**src/rtl/lmd_pkg.sv**
```systemverilog
package lmd_pkg;

    typedef enum logic [1:0] {
        MODE_TONE = 2'd0,
        MODE_FSK  = 2'd1,
        MODE_ZPWR = 2'd2
    } lmode_e;

    typedef enum logic [1:0] {
        QUAL_IDLE = 2'd0,
        QUAL_RISE = 2'd1,
        QUAL_ON   = 2'd2,
        QUAL_FALL = 2'd3
    } qual_state_e;

    function automatic lmode_e decode_mode(input logic zp, input logic sel);
        if (zp)
            return MODE_ZPWR;
        else if (sel)
            return MODE_FSK;
        else
            return MODE_TONE;
    endfunction

endpackage

```
**src/rtl/lmd_mode_fsm.sv**
```systemverilog
module lmd_mode_fsm
    import lmd_pkg::*;
(
    input  logic   clk_i,
    input  logic   rst_ni,
    input  logic   zp_i,
    input  logic   mode_sel_i,
    output lmode_e mode_q_o,
    output logic   mode_chg_o
);

    lmode_e state_q;
    lmode_e state_d;

    always_comb begin
        state_d = decode_mode(zp_i, mode_sel_i);
    end

    always_ff @(posedge clk_i or negedge rst_ni) begin
        if (!rst_ni)
            state_q <= MODE_ZPWR;
        else
            state_q <= state_d;
    end

    always_comb begin
        mode_q_o   = state_q;
        mode_chg_o = 1'b0;
        unique case (state_q)
            MODE_TONE: mode_chg_o = (state_d != MODE_TONE);
            MODE_FSK:  mode_chg_o = (state_d != MODE_FSK);
            MODE_ZPWR: mode_chg_o = (state_d != MODE_ZPWR);
            default:   mode_chg_o = 1'b1;
        endcase
    end

    a_r1_zp_forces_zpwr: assert property (@(posedge clk_i) disable iff (!rst_ni)
        zp_i |=> (state_q == MODE_ZPWR));
    a_r1_fsk_decode: assert property (@(posedge clk_i) disable iff (!rst_ni)
        (!zp_i && mode_sel_i) |=> (state_q == MODE_FSK));

endmodule

```
**src/rtl/lmd_ms_tick.sv**
```systemverilog
module lmd_ms_tick #(
    parameter int unsigned TICK_DIV = 3580
) (
    input  logic clk_i,
    input  logic rst_ni,
    input  logic restart_i,
    output logic tick_o
);

    localparam int unsigned PRE_W = (TICK_DIV > 1) ? $clog2(TICK_DIV) : 1;
    localparam logic [PRE_W-1:0] PRE_LAST = PRE_W'(TICK_DIV - 1);

    logic [PRE_W-1:0] pre_q;

    always_ff @(posedge clk_i or negedge rst_ni) begin
        if (!rst_ni)
            pre_q <= '0;
        else if (restart_i || pre_q == PRE_LAST)
            pre_q <= '0;
        else
            pre_q <= pre_q + 1'b1;
    end

    assign tick_o = (pre_q == PRE_LAST);

    a_r7_tick_spacing: assert property (@(posedge clk_i) disable iff (!rst_ni)
        (TICK_DIV > 1 && tick_o) |=> !tick_o);

endmodule

```
**src/rtl/lmd_carrier_qual.sv**
```systemverilog
module lmd_carrier_qual
    import lmd_pkg::*;
#(
    parameter int unsigned ON_MS  = 25,
    parameter int unsigned OFF_MS = 8
) (
    input  logic clk_i,
    input  logic rst_ni,
    input  logic clear_i,
    input  logic lvl_i,
    input  logic tick_i,
    output logic restart_o,
    output logic carrier_o
);

    localparam int unsigned MAX_MS = (ON_MS > OFF_MS) ? ON_MS : OFF_MS;
    localparam int unsigned CNT_W  = $clog2(MAX_MS + 1);
    localparam logic [CNT_W-1:0] ON_LAST  = CNT_W'(ON_MS - 1);
    localparam logic [CNT_W-1:0] OFF_LAST = CNT_W'(OFF_MS - 1);

    qual_state_e state_q, state_d;
    logic [CNT_W-1:0] cnt_q;
    logic timing;

    always_comb begin
        state_d   = state_q;
        restart_o = 1'b0;
        if (clear_i) begin
            state_d   = QUAL_IDLE;
            restart_o = 1'b1;
        end else begin
            unique case (state_q)
                QUAL_IDLE: if (lvl_i) begin
                    state_d   = QUAL_RISE;
                    restart_o = 1'b1;
                end
                QUAL_RISE: begin
                    if (!lvl_i)
                        state_d = QUAL_IDLE;
                    else if (tick_i && cnt_q == ON_LAST)
                        state_d = QUAL_ON;
                end
                QUAL_ON: if (!lvl_i) begin
                    state_d   = QUAL_FALL;
                    restart_o = 1'b1;
                end
                QUAL_FALL: begin
                    if (lvl_i)
                        state_d = QUAL_ON;
                    else if (tick_i && cnt_q == OFF_LAST)
                        state_d = QUAL_IDLE;
                end
                default: state_d = QUAL_IDLE;
            endcase
        end
    end

    always_ff @(posedge clk_i or negedge rst_ni) begin
        if (!rst_ni)
            state_q <= QUAL_IDLE;
        else
            state_q <= state_d;
    end

    assign timing = (state_q == QUAL_RISE) || (state_q == QUAL_FALL);

    always_ff @(posedge clk_i or negedge rst_ni) begin
        if (!rst_ni)
            cnt_q <= '0;
        else if (restart_o || !timing)
            cnt_q <= '0;
        else if (tick_i)
            cnt_q <= cnt_q + 1'b1;
    end

    always_comb begin
        unique case (state_q)
            QUAL_ON, QUAL_FALL: carrier_o = 1'b1;
            default:            carrier_o = 1'b0;
        endcase
    end

    a_r9_rise_needs_level: assert property (@(posedge clk_i) disable iff (!rst_ni)
        $rose(carrier_o) |-> $past(lvl_i));
    a_r8_fall_needs_quiet: assert property (@(posedge clk_i) disable iff (!rst_ni)
        ($fell(carrier_o) && !$past(clear_i)) |-> !$past(lvl_i));
    a_r10_clear_idles: assert property (@(posedge clk_i) disable iff (!rst_ni)
        clear_i |=> !carrier_o);

endmodule

```
**src/rtl/lmd_out_router.sv**
```systemverilog
module lmd_out_router
    import lmd_pkg::*;
(
    input  lmode_e mode_i,
    input  logic   carrier_i,
    input  logic   ring_det_i,
    input  logic   ring_wake_en_i,
    input  logic   tone_det_i,
    input  logic   tone_irq_ni,
    input  logic   rt_irq_ni,
    output logic   det_o,
    output logic   irq_no,
    output logic   analog_en_o,
    output logic   osc_en_o,
    output logic   thr_sel_o
);

    always_comb begin
        det_o       = ring_det_i;
        irq_no      = !ring_det_i;
        analog_en_o = 1'b0;
        osc_en_o    = 1'b0;
        thr_sel_o   = 1'b0;
        unique case (mode_i)
            MODE_TONE: begin
                det_o       = tone_det_i;
                irq_no      = tone_irq_ni & !(ring_wake_en_i & ring_det_i);
                analog_en_o = 1'b1;
                osc_en_o    = 1'b1;
            end
            MODE_FSK: begin
                det_o       = carrier_i;
                irq_no      = rt_irq_ni & !ring_det_i;
                analog_en_o = 1'b1;
                osc_en_o    = 1'b1;
                thr_sel_o   = 1'b1;
            end
            default: begin
                det_o  = ring_det_i;
                irq_no = !ring_det_i;
            end
        endcase
    end

endmodule

```
**src/rtl/line_mode_detect.sv**
```systemverilog
module line_mode_detect
    import lmd_pkg::*;
#(
    parameter int unsigned TICK_DIV = 3580,
    parameter int unsigned ON_MS    = 25,
    parameter int unsigned OFF_MS   = 8
) (
    input  logic clk_i,
    input  logic rst_ni,
    input  logic zp_i,
    input  logic mode_sel_i,
    input  logic lvl_above_i,
    input  logic ring_det_i,
    input  logic ring_wake_en_i,
    input  logic tone_det_i,
    input  logic tone_irq_ni,
    input  logic rt_irq_ni,
    output logic det_o,
    output logic irq_no,
    output logic analog_en_o,
    output logic osc_en_o,
    output logic thr_sel_o
);

    lmode_e mode_q;
    logic   mode_chg;
    logic   qual_clear;
    logic   tick;
    logic   restart;
    logic   carrier;

    lmd_mode_fsm u_mode (
        .clk_i      (clk_i),
        .rst_ni     (rst_ni),
        .zp_i       (zp_i),
        .mode_sel_i (mode_sel_i),
        .mode_q_o   (mode_q),
        .mode_chg_o (mode_chg)
    );

    assign qual_clear = mode_chg || (mode_q != MODE_FSK);

    lmd_ms_tick #(.TICK_DIV(TICK_DIV)) u_tick (
        .clk_i     (clk_i),
        .rst_ni    (rst_ni),
        .restart_i (restart),
        .tick_o    (tick)
    );

    lmd_carrier_qual #(.ON_MS(ON_MS), .OFF_MS(OFF_MS)) u_qual (
        .clk_i     (clk_i),
        .rst_ni    (rst_ni),
        .clear_i   (qual_clear),
        .lvl_i     (lvl_above_i),
        .tick_i    (tick),
        .restart_o (restart),
        .carrier_o (carrier)
    );

    lmd_out_router u_route (
        .mode_i         (mode_q),
        .carrier_i      (carrier),
        .ring_det_i     (ring_det_i),
        .ring_wake_en_i (ring_wake_en_i),
        .tone_det_i     (tone_det_i),
        .tone_irq_ni    (tone_irq_ni),
        .rt_irq_ni      (rt_irq_ni),
        .det_o          (det_o),
        .irq_no         (irq_no),
        .analog_en_o    (analog_en_o),
        .osc_en_o       (osc_en_o),
        .thr_sel_o      (thr_sel_o)
    );

    a_r5_zp_stops_osc: assert property (@(posedge clk_i) disable iff (!rst_ni)
        zp_i |=> (!osc_en_o && !analog_en_o));
    a_r6_thr_follows_fsk: assert property (@(posedge clk_i) disable iff (!rst_ni)
        (!zp_i && mode_sel_i) |=> thr_sel_o);
    a_r4_zp_ring_route: assert property (@(posedge clk_i) disable iff (!rst_ni)
        zp_i |=> (irq_no == !ring_det_i));
    a_r11_no_carrier_off_fsk: assert property (@(posedge clk_i) disable iff (!rst_ni)
        (mode_q != MODE_FSK) |-> !carrier);
    a_r10_mode_change_drops: assert property (@(posedge clk_i) disable iff (!rst_ni)
        (mode_q != $past(mode_q)) |-> !carrier);

endmodule

```
**config.mk**
```make
export PLATFORM = sky130hd
export DESIGN_NAME = line_mode_detect
export DESIGN_NICKNAME = d
export VERILOG_FILES = /design/src/rtl/lmd_pkg.sv /design/src/rtl/lmd_mode_fsm.sv /design/src/rtl/lmd_ms_tick.sv /design/src/rtl/lmd_carrier_qual.sv /design/src/rtl/lmd_out_router.sv /design/src/rtl/line_mode_detect.sv
export SDC_FILE = /design/constraint.sdc
export NUM_CORES = 1
export LEC_CHECK = 0
export BUFFER_PORTS_ARGS = -buffer_cell sky130_fd_sc_hd__buf_2
export CORE_MARGIN = 2
export CORE_UTILIZATION = 30
export DETAILED_ROUTE_END_ITERATION = 6
export RECOVER_POWER = 50
export SLEW_MARGIN = 30
export SYNTH_ARGS = -nofsm -noshare
export SYNTH_HDL_FRONTEND = slang
export SYNTH_SLANG_ARGS = --single-unit
```
**constraint.sdc**
```tcl
create_clock -name clk_i -period 4.7 [get_ports clk_i]
set_input_delay 0.235 -clock clk_i [delete_from_list [all_inputs] [get_ports clk_i]]
set_output_delay 0.235 -clock clk_i [all_outputs]
set_load 0.02 [all_outputs]
```
==> results.md, run 1 <==
- Critical path type: flop to flop
- Post-Layout Cell Count: about 190
- Core Footprint: between 4000 and 5000 sq um
- YS warnings: 0
- Post-synthesis sequential area ratio: 0.4181
- Mapped Avg Cell Area: between 10 and 15 sq um
- Synth async-reset ratio: 1.000
- # fillers: approximately 430
- DRC viols: 0
- H-Tree Depth: 1
- Maximum net fanout on the critical path: 12
- Final setup viols: 0
- Nets: ~160
- Final GP Congestion: 0.7488
- Total track usage: 0.1136
- Global-route wire length before repair: slightly above 4 mm
- Seq cells post-synth: 21
- Row count: 23
- Final Core Density: 0.3522
- Post-synth EDFFs: 0
- Die Height: between 60 and 70 um
- Cell variety after synth: 33
- Largest net degree at the start of global routing: 22
- Layout cells sized above 1: 0.2482
- Crit path DAT: about 2.1 ns
- Setup bufs post-CTS: 0
- I/O Pins: 15
- Syn nets: around 140
- CP max stage cell: dfstp_2
- Clk buf depth: 2
- Fin area: 1419 sq um
- CP peak stage delay: between 0.5 and 0.6 ns
- Clock Latency Late Sink: approximately 0.27 ns
- Mapped Area: ~1300 sq um
- Via Count: 914
- Routed wire length: 2.270 mm
- Placed cell area: 1365 sq um
- Leakage: between 0.5 and 0.6 nW
- Worst-path clk slew: around 0.080 ns
- Crit path time final: between 1.5 and 2 ns
- Post-DRT Antenna Nets: 0
- Mapped Cells: around 120
- Final Power: ~0.33 mW
- Area growth from synthesis to layout: 12.61%
- Placed insts: 186
- Clk sinks: 21
- Startpoint Class: flop
- Slew margin rel.: 0.2137
- Initial antenna violation count: 0
- DR WL/cell: 11.88 um
- Final worst setup slack: between 2 and 3 ns
- Die width: 68.81 um
- Max_cap viols: 0
- Initial Util: 0.3127
- Port bufs: 14
- Outcome: complete, no violations
- CTS Buf Count: 3
- Root buffer cell: clkbuf_8
- Tcrit/Tclk final: 0.4099
- RSZ-0062 raised after global routing: false
- Crit-path cells: inv_1 > ha_1 > a21bo_2 > o2111ai_1 > a211o_4 > nor2_1
- Clock Skew: 0.008240 ns
- TritonRoute pass-1 iters: 4
- Setup_tns: 0 ns
- CTS tree: done
- Hold slack: between 0.1 and 0.15 ns
- Hold Path Class: input port to flop
- Fin. Hold Viols: 0
- Ant. Diodes: 0
- Die outline area: around 4700 sq um
- PostCTS Resize Cnt: 0
- Vias per inst: about 4.8
- Vias in the first global route: around 920
- VDD IR max: around 0.19 mV
- CP endpoint kind: flop
- Pre-CTS setup slack: between 2 and 3 ns
- Crit path required time: about 4.9 ns
- Slew of the pin with the lowest slew margin: between 1 and 1.5 ns
- Max Slew Vio Count: 0
- Drt initial violations: 42
- Cell area power density: 233.9 nW/um^2
- Gr ovfl total: 0
- F_max: approximately 520 MHz
- HPWL after DPL: roughly 1.8 mm
- Main synth FF type: dfrtp_1
[cell usage in the layout, fill, tap and decap left out, types with 2 or more instances in the layout]
cell type	n
dfrtp_1	20
inv_1	14
xnor2_1	13
nor2_1	12
buf_2	12
nor2_2	9
ha_1	7
nand2_1	6
nand3_1	6
nor3_1	4
nor4_1	4
a21oi_1	3
clkbuf_8	3
xor2_1	2
o21ai_0	2
nand4_1	2
a311o_1	2
clkbuf_1	2
[power breakdown]
part,total (mW),leakage [nW],internal [mW],switching (mW)
Sequential,0.183,0.289,0.182,0.00125
Combinational,0.0289,0.249,0.0108,0.0181
Clock,0.120,0.0255,0.0591,0.0605
Total,0.332,0.563,0.252,0.0799
[cells in the mapped netlist (2+ instances only)]
cell / number / area share
nand3_1: 6 / 0.024
nor2_2: 9 / 0.045
nor3_1: 4 / 0.016
inv_1: 14 / 0.042
dfrtp_1: 20 / 0.40
nand2_1: 6 / 0.018
a311o_1: 2 / 0.016
a21oi_1: 3 / 0.012
nor4_1: 4 / 0.020
nor2_1: 12 / 0.036
o21ai_0: 2 / 0.0079
xnor2_1: 13 / 0.090
xor2_1: 2 / 0.014
nand4_1: 2 / 0.0099
ha_1: 7 / 0.070
[worst max-delay path, delay by kind of cell (launching register included)]
family / cells / cell delay [ns]
AOI/OAI and AO/OA: 3 / 0.85
adders and majority gates: 1 / 0.27
buffers and inverters: 1 / 0.06
DFF: 1 / 0.56
and+or+nand+nor: 1 / 0.07
[layout make-up]
| cell class | instances | area, sq um | area share |
|---|---|---|---|
| Sequential cell | 21 | 526.8 | 0.3713 |
| Clock inverter | 1 | 5.005 | 0.003527 |
| Clock buffer | 3 | 41.29 | 0.02910 |
| Multi-Input combinational cell | 87 | 653.1 | 0.4603 |
| Timing Repair Buffer | 15 | 77.57 | 0.05467 |
| Inverter | 14 | 52.55 | 0.03704 |
| Tap cell | 50 | 62.56 | 0.04409 |
[cell families (layout without fill, tap and decap cells)]
logic type | after synthesis | in the layout | synth area share
XOR/XNOR | 15 | 15 | 0.1043
AND/OR/NAND/NOR | 52 | 52 | 0.2572
adder cells (fa/ha/maj) | 7 | 7 | 0.06951
AO/OA/AOI/OAI | 12 | 12 | 0.07945
multiplexers | 1 | 1 | 0.007945
buffers and inverters | 16 | 33 | 0.06356
flip-flops | 21 | 21 | 0.4181
[sequential cells by signal (all words and copies together), names as in the netlist]
signal	flops
u_qual.cnt_q	5
u_qual.state_q	2
u_mode.mode_q_o	2
u_tick.pre_q	12
[what timing repair did]
item,CTS,global route
hold buffers,1,0
setup endpoints to repair,0,0
endpoints found under the hold margin,20,0
[per-layer routing]
metal  vias to the layer above  global-route usage  share of wire
met5                         -                   0              0
met4                         0             0.02206         0.0084
met3                         2             0.02922          0.054
met2                        21              0.2043           0.49
met1                       443              0.1368           0.45
li1                        448                   -              -
[worst paths after layout]
kind,startpoint,endpoint,slack [ns],depth (start not counted)
worst max-delay path,u_mode.mode_q_o[1],u_tick.pre_q[11],2.77,6
worst min-delay path,zp_i,u_mode.mode_q_o[1],0.12,1
worst max register to register,u_mode.mode_q_o[1],u_tick.pre_q[11],2.77,6
worst min register to register,u_tick.pre_q[0],u_tick.pre_q[0],0.50,1
max in group asynchronous,rst_ni,u_tick.pre_q[3],3.27,2
min in group asynchronous,rst_ni,u_qual.cnt_q[4],0.73,2
Power figures use the tool's default switching activity.
==> run 2: changes to the inputs <==
==> constraint.sdc (replaced) <==
create_clock -name clk_i -period 1.6 [get_ports clk_i]
set_input_delay 0.08 -clock clk_i [delete_from_list [all_inputs] [get_ports clk_i]]
set_output_delay 0.08 -clock clk_i [all_outputs]
set_load 0.02 [all_outputs]
==> run 2 against run 1 <==
  * The flow now finishes with violations (setup timing)
  * Flip-flop and latch count stayed put
  * Maximum frequency increased by 14%
  * Register-to-register slack worse by 2.9 ns
  * Via count grew 6.2%
  * Non-clock buffer count increased by 13
  * Worst hold slack lost 0.055 ns
  * Setup slack got worse by 2.9 ns
  * Clock-buffer cell count up 1
==> results.md, run 2 (synthesized netlist as in run 1, its figures left out) <==
- Clk sinks: 21 (unchanged)
- Regs by FF count: u_tick.pre_q x12, u_qual.cnt_q x5
- Placed insts: 196 (+5.4%)
- Worst reg-to-reg setup slack: -0.09 ns (-2.87 ns)
- Root buffer cell: clkbuf_8
- Cell area power density: 611.4 nW/um^2 (+160%)
- Row count: 23 (unchanged)
- Tcrit/Tclk final: 1.058 (+0.6478)
- Clock Skew: 0.004276 ns (-0.003963 ns)
- R2R Path End: u_qual.cnt_q[0]
- Die outline area: 4734 sq um (unchanged)
- Area growth from synthesis to layout: 30.78%
- HPWL after DPL: 1.744 mm (-1.3%)
- Critical path endpoint: u_qual.cnt_q[0]
- H-Tree Depth: 1 (unchanged)
- TritonRoute pass-1 iters: 4 (unchanged)
- R2r worst-path depth: 6 (unchanged)
- Hold Path Class: input port to flop
- Die width: 68.81 um (unchanged)
- DR WL/cell: 12.31 um (+3.6%)
- F_max: 590.9 MHz (+14%)
- Commonest non-fill, non-tap cell in the layout: dfrtp_1
- Switching fraction of total power: 0.2372 (-0.003421)
- Core Footprint: 4029 sq um (unchanged)
- Slew margin rel.: 0.2260 (+0.01235)
- VDD IR max: 0.3851 mV (+100%)
- Final setup viols: 18 (+18)
- Gr ovfl total: 0 (unchanged)
- Hold slack: 0.06011 ns (-0.05502 ns)
- Reg with most FFs: u_tick.pre_q
- Die Height: 68.81 um (unchanged)
- Final worst setup slack: -0.09229 ns (-2.866 ns)
- Crit path required time: 1.75 ns (-3.10 ns)
- Initial Util: 0.3127 (unchanged)
- Final GP Congestion: 0.7780 (+3.9%)
- Failing checks: setup timing
- Reg2reg start: u_mode.mode_q_o[1]
- Vias per inst: 4.737 (-1.0%)
- Global-route wire length before repair: 4.119 mm (+2.1%)
- Crit path DAT: 1.84 ns (-0.23 ns)
- Logic pwr share: 0.125 (+0.038)
- Outcome: finished with violations
- Met3 routed WL: 97 um (-21%)
- Slew of the pin with the lowest slew margin: 1.161 ns (-0.01852 ns)
- Routed wire length: 2.524 mm (+11%)
- Total track usage: 0.1159 (+0.002291)
- Final Power: 1.007 mW (+200%)
- Max_cap viols: 0 (unchanged)
- Vias in the first global route: 973 (+6.3%)
- I/O Pins: 15 (unchanged)
- Ant. Diodes: 0 (unchanged)
- Metal-1 WL: 1.115 mm (+9.2%)
- Launch point of the worst path: u_mode.mode_q_o[1]
- Sw Pwr: 0.2390 mW (+200%)
- Setup_tns: -1.356 ns (-1.356 ns)
- DRC viols: 0 (unchanged)
- Layout cells sized above 1: 0.3935 (+0.1453)
- Critical path type: flop to flop
- CTS tree: done
- RSZ-0062 raised after global routing: true
- Leakage: 0.6448 nW (+15%)
- Largest register FFs: 12 (unchanged)
- Worst-path clk slew: 0.07 ns (about the same)
- Fin. Hold Viols: 0 (unchanged)
- Post-DRT Antenna Nets: 0 (unchanged)
- Most frequent cells in the layout: 20 x dfrtp_1, 13 x inv_1, 13 x xnor2_1
- Clock Latency Late Sink: 0.26 ns (about the same)
- Drt initial violations: 53 (+26%)
- Fin area: 1648 sq um (+16%)
- Internal: 0.7685 mW (+200%)
- Placed cell area: 1458 sq um (+6.8%)
- Crit path time final: 1.692 ns (-0.2341 ns)
- Via Count: 971 (+6.2%)
- Clk buf depth: 2 (unchanged)
- Clock share of power: 0.342 (-0.019)
- Nets: 173 (+8.8%)
- Maximum net fanout on the critical path: 5 (-7)
- Top Layer Used: met4
- Flop pwr share: 0.533 (-0.020)
- Startpoint Class: flop
- Post-Layout Cell Count: 205 (+7.3%)
- Max Slew Vio Count: 0 (unchanged)
- Port bufs: 14 (unchanged)
- Initial antenna violation count: 0 (unchanged)
- CP endpoint kind: flop
- Final Core Density: 0.4090 (+0.05683)
- Met2 routed WL: 1.279 mm (+16%)
- Pre-CTS setup slack: -0.1277 ns (-2.917 ns)
- Largest net degree at the start of global routing: 22 (unchanged)
- CTS Buf Count: 3 (unchanged)
## run 2: changes by cell type in the layout (fill, tap and decap cells not counted), moves of 2 or more
cell     previous run  this run
a21oi_1             3         0
a21oi_2             0         3
buf_2              12        10
buf_4               0        11
buf_6               0         3
ha_1                7         4
ha_4                0         2
nor2_1             12         7
nor2_2              9        12
nor2_4              1         3
## run 2: area by class of cell
type / count / area, sq um
timing repair buffer: 28 / 193.9
clock buffer: 4 / 45.04
multi-input combinational: 88 / 767.0
tap: 50 / 62.56
fill: 399 / 2381
sequential: 21 / 526.8
inverter: 14 / 52.55
## run 2: timing repair
action                                 4_1_cts  5_1_grt
setup endpoints to repair                   21       21
hold buffers                                 2        0
pin swaps                                   13        9
endpoints found under the hold margin       21        0
gates cloned                                 1        0
gates resized for setup                     11       12
setup buffers                                0        2
## run 2: power by group through the flow
stage / logic, mW / clock network [mW] / registers [mW]
floorplan: 0.0553 / 0 / 0.548
global placement: 0.0955 / 0 / 0.547
detailed placement: 0.0983 / 0 / 0.548
CTS: 0.120 / 0.358 / 0.537
global route: 0.140 / 0.384 / 0.538
finish: 0.126 / 0.344 / 0.537
## run 2: routing by layer
layer	GRT usage	up-vias
met5	0	-
met4	0.02206	0
met3	0.03084	4
met2	0.2163	19
met1	0.1325	466
li1	-	482
## run 2: worst max-delay path, cell delays in order, from the launching register on
cell and delay [ns]:
dfstp_2 0.54, inv_2 0.05, ha_4 0.25, a21bo_4 0.22, o2111ai_4 0.25, or2_4 0.23, nor2_2 0.04
## run 2: how the worst min path moves through the flow
stage          startpoint                 end  slack, ns  cells after the start
6_report       mode_sel_i  u_mode.mode_q_o[0]       0.06                      2
5_1_grt        mode_sel_i  u_mode.mode_q_o[0]       0.07                      2
4_1_cts        mode_sel_i  u_mode.mode_q_o[0]       0.06                      2
3_5_place_dp       rst_ni     u_tick.pre_q[1]       0.07                      1
3_3_place_gp       rst_ni     u_tick.pre_q[1]       0.06                      1
2_1_floorplan      rst_ni  u_mode.mode_q_o[0]      -0.22                      0
